## src/rtl/sat_avg_pkg.sv

```systemverilog
package sat_avg_pkg;
  typedef struct packed {
    logic over;
    logic under;
  } range_flags_t;
endpackage

```

## src/rtl/sa_sum_core.sv

```systemverilog
module sa_sum_core #(
  parameter int W = 16
) (
  input  logic [W-1:0]               a,
  input  logic [W-1:0]               b,
  input  logic                       is_signed,
  output logic [W-1:0]               sum_wrap,
  output logic                       carry_out,
  output sat_avg_pkg::range_flags_t  flags
);
  localparam int EW = W + 1;

  function automatic logic [EW-1:0] add_ext(input logic [W-1:0] x, input logic [W-1:0] y);
    return {1'b0, x} + {1'b0, y};
  endfunction

  function automatic sat_avg_pkg::range_flags_t classify(
    input logic sg, input logic c, input logic xs, input logic ys, input logic rs);
    sat_avg_pkg::range_flags_t f;
    if (sg) begin
      f.over  = ~xs & ~ys & rs;
      f.under = xs & ys & ~rs;
    end else begin
      f.over  = c;
      f.under = 1'b0;
    end
    return f;
  endfunction

  logic [EW-1:0] ext;

  always_comb begin
    ext       = add_ext(a, b);
    sum_wrap  = ext[W-1:0];
    carry_out = ext[W];
    flags     = classify(is_signed, ext[W], a[W-1], b[W-1], ext[W-1]);
  end
endmodule

```

## src/rtl/sa_clamp.sv

```systemverilog
module sa_clamp #(
  parameter int W = 16
) (
  input  logic [W-1:0]               sum_wrap,
  input  sat_avg_pkg::range_flags_t  flags,
  input  logic                       is_signed,
  input  logic                       sat_en,
  output logic [W-1:0]               sum_fit
);
  localparam logic [W-1:0] U_MAX = {W{1'b1}};
  localparam logic [W-1:0] S_MAX = {1'b0, {(W-1){1'b1}}};
  localparam logic [W-1:0] S_MIN = {1'b1, {(W-1){1'b0}}};

  always_comb begin
    sum_fit = sum_wrap;
    if (sat_en) begin
      if (flags.over)       sum_fit = is_signed ? S_MAX : U_MAX;
      else if (flags.under) sum_fit = S_MIN;
    end
  end
endmodule

```

## src/rtl/sa_halver.sv

```systemverilog
module sa_halver #(
  parameter int W = 16
) (
  input  logic [W-1:0] din,
  input  logic         is_signed,
  input  logic         avg_en,
  output logic [W-1:0] dout
);
  function automatic logic [W-1:0] half(input logic [W-1:0] v, input logic sg);
    return {sg & v[W-1], v[W-1:1]};
  endfunction

  always_comb dout = avg_en ? half(din, is_signed) : din;
endmodule

```

## src/rtl/sat_avg_adder.sv

```systemverilog
module sat_avg_adder #(
  parameter int W = 16
) (
  input  logic         clk,
  input  logic         rst_n,
  input  logic [W-1:0] opa,
  input  logic [W-1:0] opb,
  input  logic         is_signed,
  input  logic         sat_en,
  input  logic         avg_en,
  output logic [W-1:0] result,
  output logic         ovf,
  output logic         unf
);
  localparam logic [W-1:0] U_MAX = {W{1'b1}};
  localparam logic [W-1:0] S_MAX = {1'b0, {(W-1){1'b1}}};
  localparam logic [W-1:0] S_MIN = {1'b1, {(W-1){1'b0}}};

  logic [W-1:0]              sum_wrap;
  logic                      carry_out;
  sat_avg_pkg::range_flags_t flags;
  logic [W-1:0]              sum_fit;
  logic [W-1:0]              next_res;

  sa_sum_core #(.W(W)) u_sum (
    .a(opa), .b(opb), .is_signed(is_signed),
    .sum_wrap(sum_wrap), .carry_out(carry_out), .flags(flags)
  );

  sa_clamp #(.W(W)) u_clamp (
    .sum_wrap(sum_wrap), .flags(flags), .is_signed(is_signed),
    .sat_en(sat_en), .sum_fit(sum_fit)
  );

  sa_halver #(.W(W)) u_half (
    .din(sum_fit), .is_signed(is_signed), .avg_en(avg_en), .dout(next_res)
  );

  always_ff @(posedge clk) begin
    if (!rst_n) begin
      result <= '0;
      ovf    <= 1'b0;
      unf    <= 1'b0;
    end else begin
      result <= next_res;
      ovf    <= flags.over;
      unf    <= flags.under;
    end
  end

  AST_RESET_CLEAR: assert property (@(posedge clk)
    !rst_n |=> (result == '0 && !ovf && !unf));

  AST_FLAGS_EXCL: assert property (@(posedge clk) disable iff (!rst_n)
    !(ovf && unf));

  AST_UNSIGNED_NO_UNF: assert property (@(posedge clk) disable iff (!rst_n)
    !is_signed |=> !unf);

  AST_WRAP_PASS: assert property (@(posedge clk) disable iff (!rst_n)
    (!sat_en && !avg_en) |=> result == $past(sum_wrap));

  AST_UNSIGNED_CLAMP: assert property (@(posedge clk) disable iff (!rst_n)
    (!is_signed && sat_en && !avg_en && carry_out) |=> (result == U_MAX && ovf));

  AST_SIGNED_HIGH: assert property (@(posedge clk) disable iff (!rst_n)
    (is_signed && sat_en && !avg_en && !opa[W-1] && !opb[W-1] && sum_wrap[W-1])
      |=> (result == S_MAX && ovf));

  AST_SIGNED_LOW: assert property (@(posedge clk) disable iff (!rst_n)
    (is_signed && sat_en && !avg_en && opa[W-1] && opb[W-1] && !sum_wrap[W-1])
      |=> (result == S_MIN && unf));

  AST_AVG_LOGICAL: assert property (@(posedge clk) disable iff (!rst_n)
    (avg_en && !is_signed) |=> !result[W-1]);

  AST_AVG_ARITH: assert property (@(posedge clk) disable iff (!rst_n)
    (avg_en && is_signed) |=> result[W-1] == result[W-2]);
endmodule

```

## config.mk

```make
export PLATFORM = sky130hd
export DESIGN_NAME = sat_avg_adder
export DESIGN_NICKNAME = d
export VERILOG_FILES = /design/src/rtl/sat_avg_pkg.sv /design/src/rtl/sa_sum_core.sv /design/src/rtl/sa_clamp.sv /design/src/rtl/sa_halver.sv /design/src/rtl/sat_avg_adder.sv
export SDC_FILE = /design/constraint.sdc
export NUM_CORES = 1
export LEC_CHECK = 0
export ABC_CLOCK_PERIOD_IN_PS = 6700
export BUFFER_PORTS_ARGS = -buffer_cell sky130_fd_sc_hd__buf_2
export CAP_MARGIN = 20
export CORE_ASPECT_RATIO = 0.5
export CORE_MARGIN = 10
export CORE_UTILIZATION = 45
export DETAILED_ROUTE_END_ITERATION = 12
export GPL_ROUTABILITY_DRIVEN = 1
export GPL_TIMING_DRIVEN = 0
export PLACE_DENSITY = 0.73
export SLEW_MARGIN = 0
export SYNTH_ARGS = -nofsm -noshare
export SYNTH_HDL_FRONTEND = slang
export SYNTH_SLANG_ARGS = --single-unit
```

## constraint.sdc

```tcl
create_clock -name clk -period 6.7 [get_ports clk]
set_input_delay 1.34 -clock clk [delete_from_list [all_inputs] [get_ports clk]]
set_output_delay 1.34 -clock clk [all_outputs]
set_load 0.02 [all_outputs]
```

==> flow_metrics.py <==
metrics = {
    "outcome": {
        "status": "finished, final reports clean",
    },
    "detailed_routing": {
        "drcViolationCount": 0,
        "vias": 1544,
        "routed_via_density": 5.25,
        "wirelength_um": 3770,
        "dr.pass1.iters": 4,
        "wl_per_cell_um": 12.8,
        "ant_nets": 0,
        "drtIter0Drc": 68,
    },
    "clocking": {
        "ctsHoldBuffers": 0,
        "cts_resized": 0,
        "clk_pin_slew_ns": 0.07,
        "clock-sinks": 18,
        "cts_tree": "built",
        "cts_setup_buffers": 0,
        "cts_max_path_buffers": 2,
        "cts_buffers": 3,
        "root_buffer": "clkbuf_8",
        "htree_levels": 1,
    },
    "critical_path": {
        "crit_slowest_cell": "or4b_1",
        "max_stage_delay_ns": 0.47,
        "arrival_ns": 3.92,
        "critPathBufInv": 1,
        "cp_cell_sequence": "buf_2, ha_1, fa_1, a21oi_1, o211ai_1, o21a_1, a311o_1, a21oi_1, xor2_1, or4b_1, nand3_1",
        "critPathLaunchType": "input pin",
        "path_depth": 11,
        "worstPathRequired_ns": 6.89,
        "endpoint_kind": "register",
        "critical_path.max_fanout": 3,
        "path_common_cell": "a21oi_1",
        "crit_type": "input pin to register",
        "critPathTopFamily": "compound AO/OA/AOI/OAI gates",
    },
    "floorplan": {
        "start_util_pct": 46.3,
        "die_area_um2": 6400,
        "fp.dieW_um": 104,
        "chipHeight_um": 61.8,
        "num_io_pins": 55,
        "coreArea_um2": 3400,
        "rows": 15,
    },
    "placed_design": {
        "gp_congestion": 0.792,
        "hpwl_um": 3210,
        "io_buffer_count": 53,
    },
    "power_and_ir_drop": {
        "sw_frac_of_total_pct": 35.8,
        "pwr-share-seq_pct": 32.7,
        "p_per_area_nw_per_um2": 196,
        "p_comb_share_pct": 44.6,
        "ir_drop_mv": 0.108,
        "fin_total_pwr_mw": 0.384,
        "clkPwrFrac_pct": 22.7,
        "power.internal_mw": 0.246,
        "p_switching_mw": 0.137,
        "p_leak_nw": 0.944,
    },
    "finish": {
        "fillCellCount": 325,
        "final_cell_mix": "buf_2, nor2_1, dfxtp_1",
        "layout_commonest_cell": "buf_2",
        "area_growth_pct": 24.4,
        "nets": 299,
        "drive_gt1_share_pct": 27.2,
        "antenna_cells": 0,
    },
    "sta": {
        "tightestPinTransition_ns": 0.560,
        "max_freq_mhz": 268,
        "finalCritPeriodShare_pct": 55.7,
        "setup_viol": 0,
        "drv_slew": 0,
        "finalSetupTns_ns": 0,
        "relSlewSlack_pct": 62.5,
        "min_period_ns": 3.73,
        "rsz0062_at_grt": "false",
        "hold_viol": 0,
    },
    "logic_synthesis": {
        "ys_seq_elements": 18,
        "synthesis.area_um2": 1570,
        "yosys-top-cells-area": "dfxtp_1, ha_1, nor2_1",
        "synth.avg_cell_area_um2": 8.45,
        "synth_fp_nets": 241,
        "ys_seq_area_share_pct": 22.9,
        "synth_cells": 186,
        "synthArstFlopShare_pct": 0,
        "yosysTopAreaCellShare_pct": 22.9,
        "synthFlopType": "dfxtp_1",
        "synth_cell_types": 48,
        "yosys.area.top_type": "dfxtp_1",
        "ys_warn_count": 0,
        "synth_edf_count": 0,
    },
    "global_routing": {
        "grt_pass1_vias": 1484,
        "overflow": 0,
        "grt_max_degree": 11,
        "grt_use_total_pct": 11.2,
        "grt_first_pass_wirelength_um": 6200,
        "antenna_found_initial": 0,
    },
    "min_path": {
        "hold_path_class": "input pin to register",
        "hold_path_depth": 3,
    },
    "job": {
        "drv_cap": 0,
    },
}
[Yosys cell counts, types with 2 or more instances]
cell type / number
nor2_1: 24
dfxtp_1: 18
ha_1: 17
a21oi_1: 14
o21a_1: 11
nand2_1: 9
o21ai_1: 9
mux2i_1: 6
xnor2_1: 6
xor2_1: 6
nor2b_1: 5
a21o_1: 4
clkbuf_1: 4
inv_1: 4
nor3_1: 4
a211oi_1: 3
and2_1: 3
and3_1: 3
nand3_1: 3
o21ai_0: 3
o2111ai_1: 2
or3_1: 2
[worst paths after layout]
path / startpoint / to / slack, ns
setup / recovery: opa[0] / result[14] / 2.97
hold / removal: rst_n / result[15] / 1.40
[metrics by stage]
step                      instances  cell area [um^2]  util, %  hold WS, ns  setup slack, ns
after floorplan                 186              1570        -         1.49             3.03
after global routing            294              1960     57.6         1.41             2.80
after CTS                       294              1960     57.6         1.40             2.97
final                           294              1960     57.6         1.40             2.97
after global placement          290              1900     55.9         1.67             2.73
after detailed placement        290              1900     55.9         1.67             2.71
[routing by layer]
layer	part of all wire (%)	up-vias	GRT usage (%)
li1	-	806	-
met1	44	693	12.5
met2	50	45	22.3
met3	6.6	0	2.98
met4	0	0	0.598
met5	0	-	0
[layout make-up]
| class | instances | area (um^2) | area share [%] |
|---|---|---|---|
| Inverter | 4 | 15.0 | 0.768 |
| Buffer | 4 | 15.0 | 0.768 |
| Clock buffer | 4 | 55.1 | 2.82 |
| Timing Repair Buffer | 53 | 265 | 13.6 |
| Sequential cell | 18 | 360 | 18.4 |
| Multi-Input combinational cell | 160 | 1180 | 60.4 |
| Tap cell | 51 | 63.8 | 3.26 |
[logic make-up after synthesis]
group / Yosys count / synth area share, %
simple gates: 57 / 17.4
buf+inv: 8 / 1.91
mux: 7 / 4.54
flops: 18 / 22.9
xor+xnor: 12 / 6.69
compound gates: 66 / 31.7
fa+ha+maj: 18 / 14.8
[registers in the layout (all words and copies together), names as in the netlist]
name and flops:
result 16, ovf 1, unf 1
[power by group through the flow]
stage,sequential (mW),clock (mW),combinational [mW]
2_1_floorplan,0.148,0,0.104
3_3_place_gp,0.127,0,0.169
3_5_place_dp,0.128,0,0.171
4_1_cts,0.126,0.0895,0.172
5_1_grt,0.127,0.0940,0.190
6_report,0.125,0.0872,0.171
Note: power is estimated with default switching activity, not from simulation.
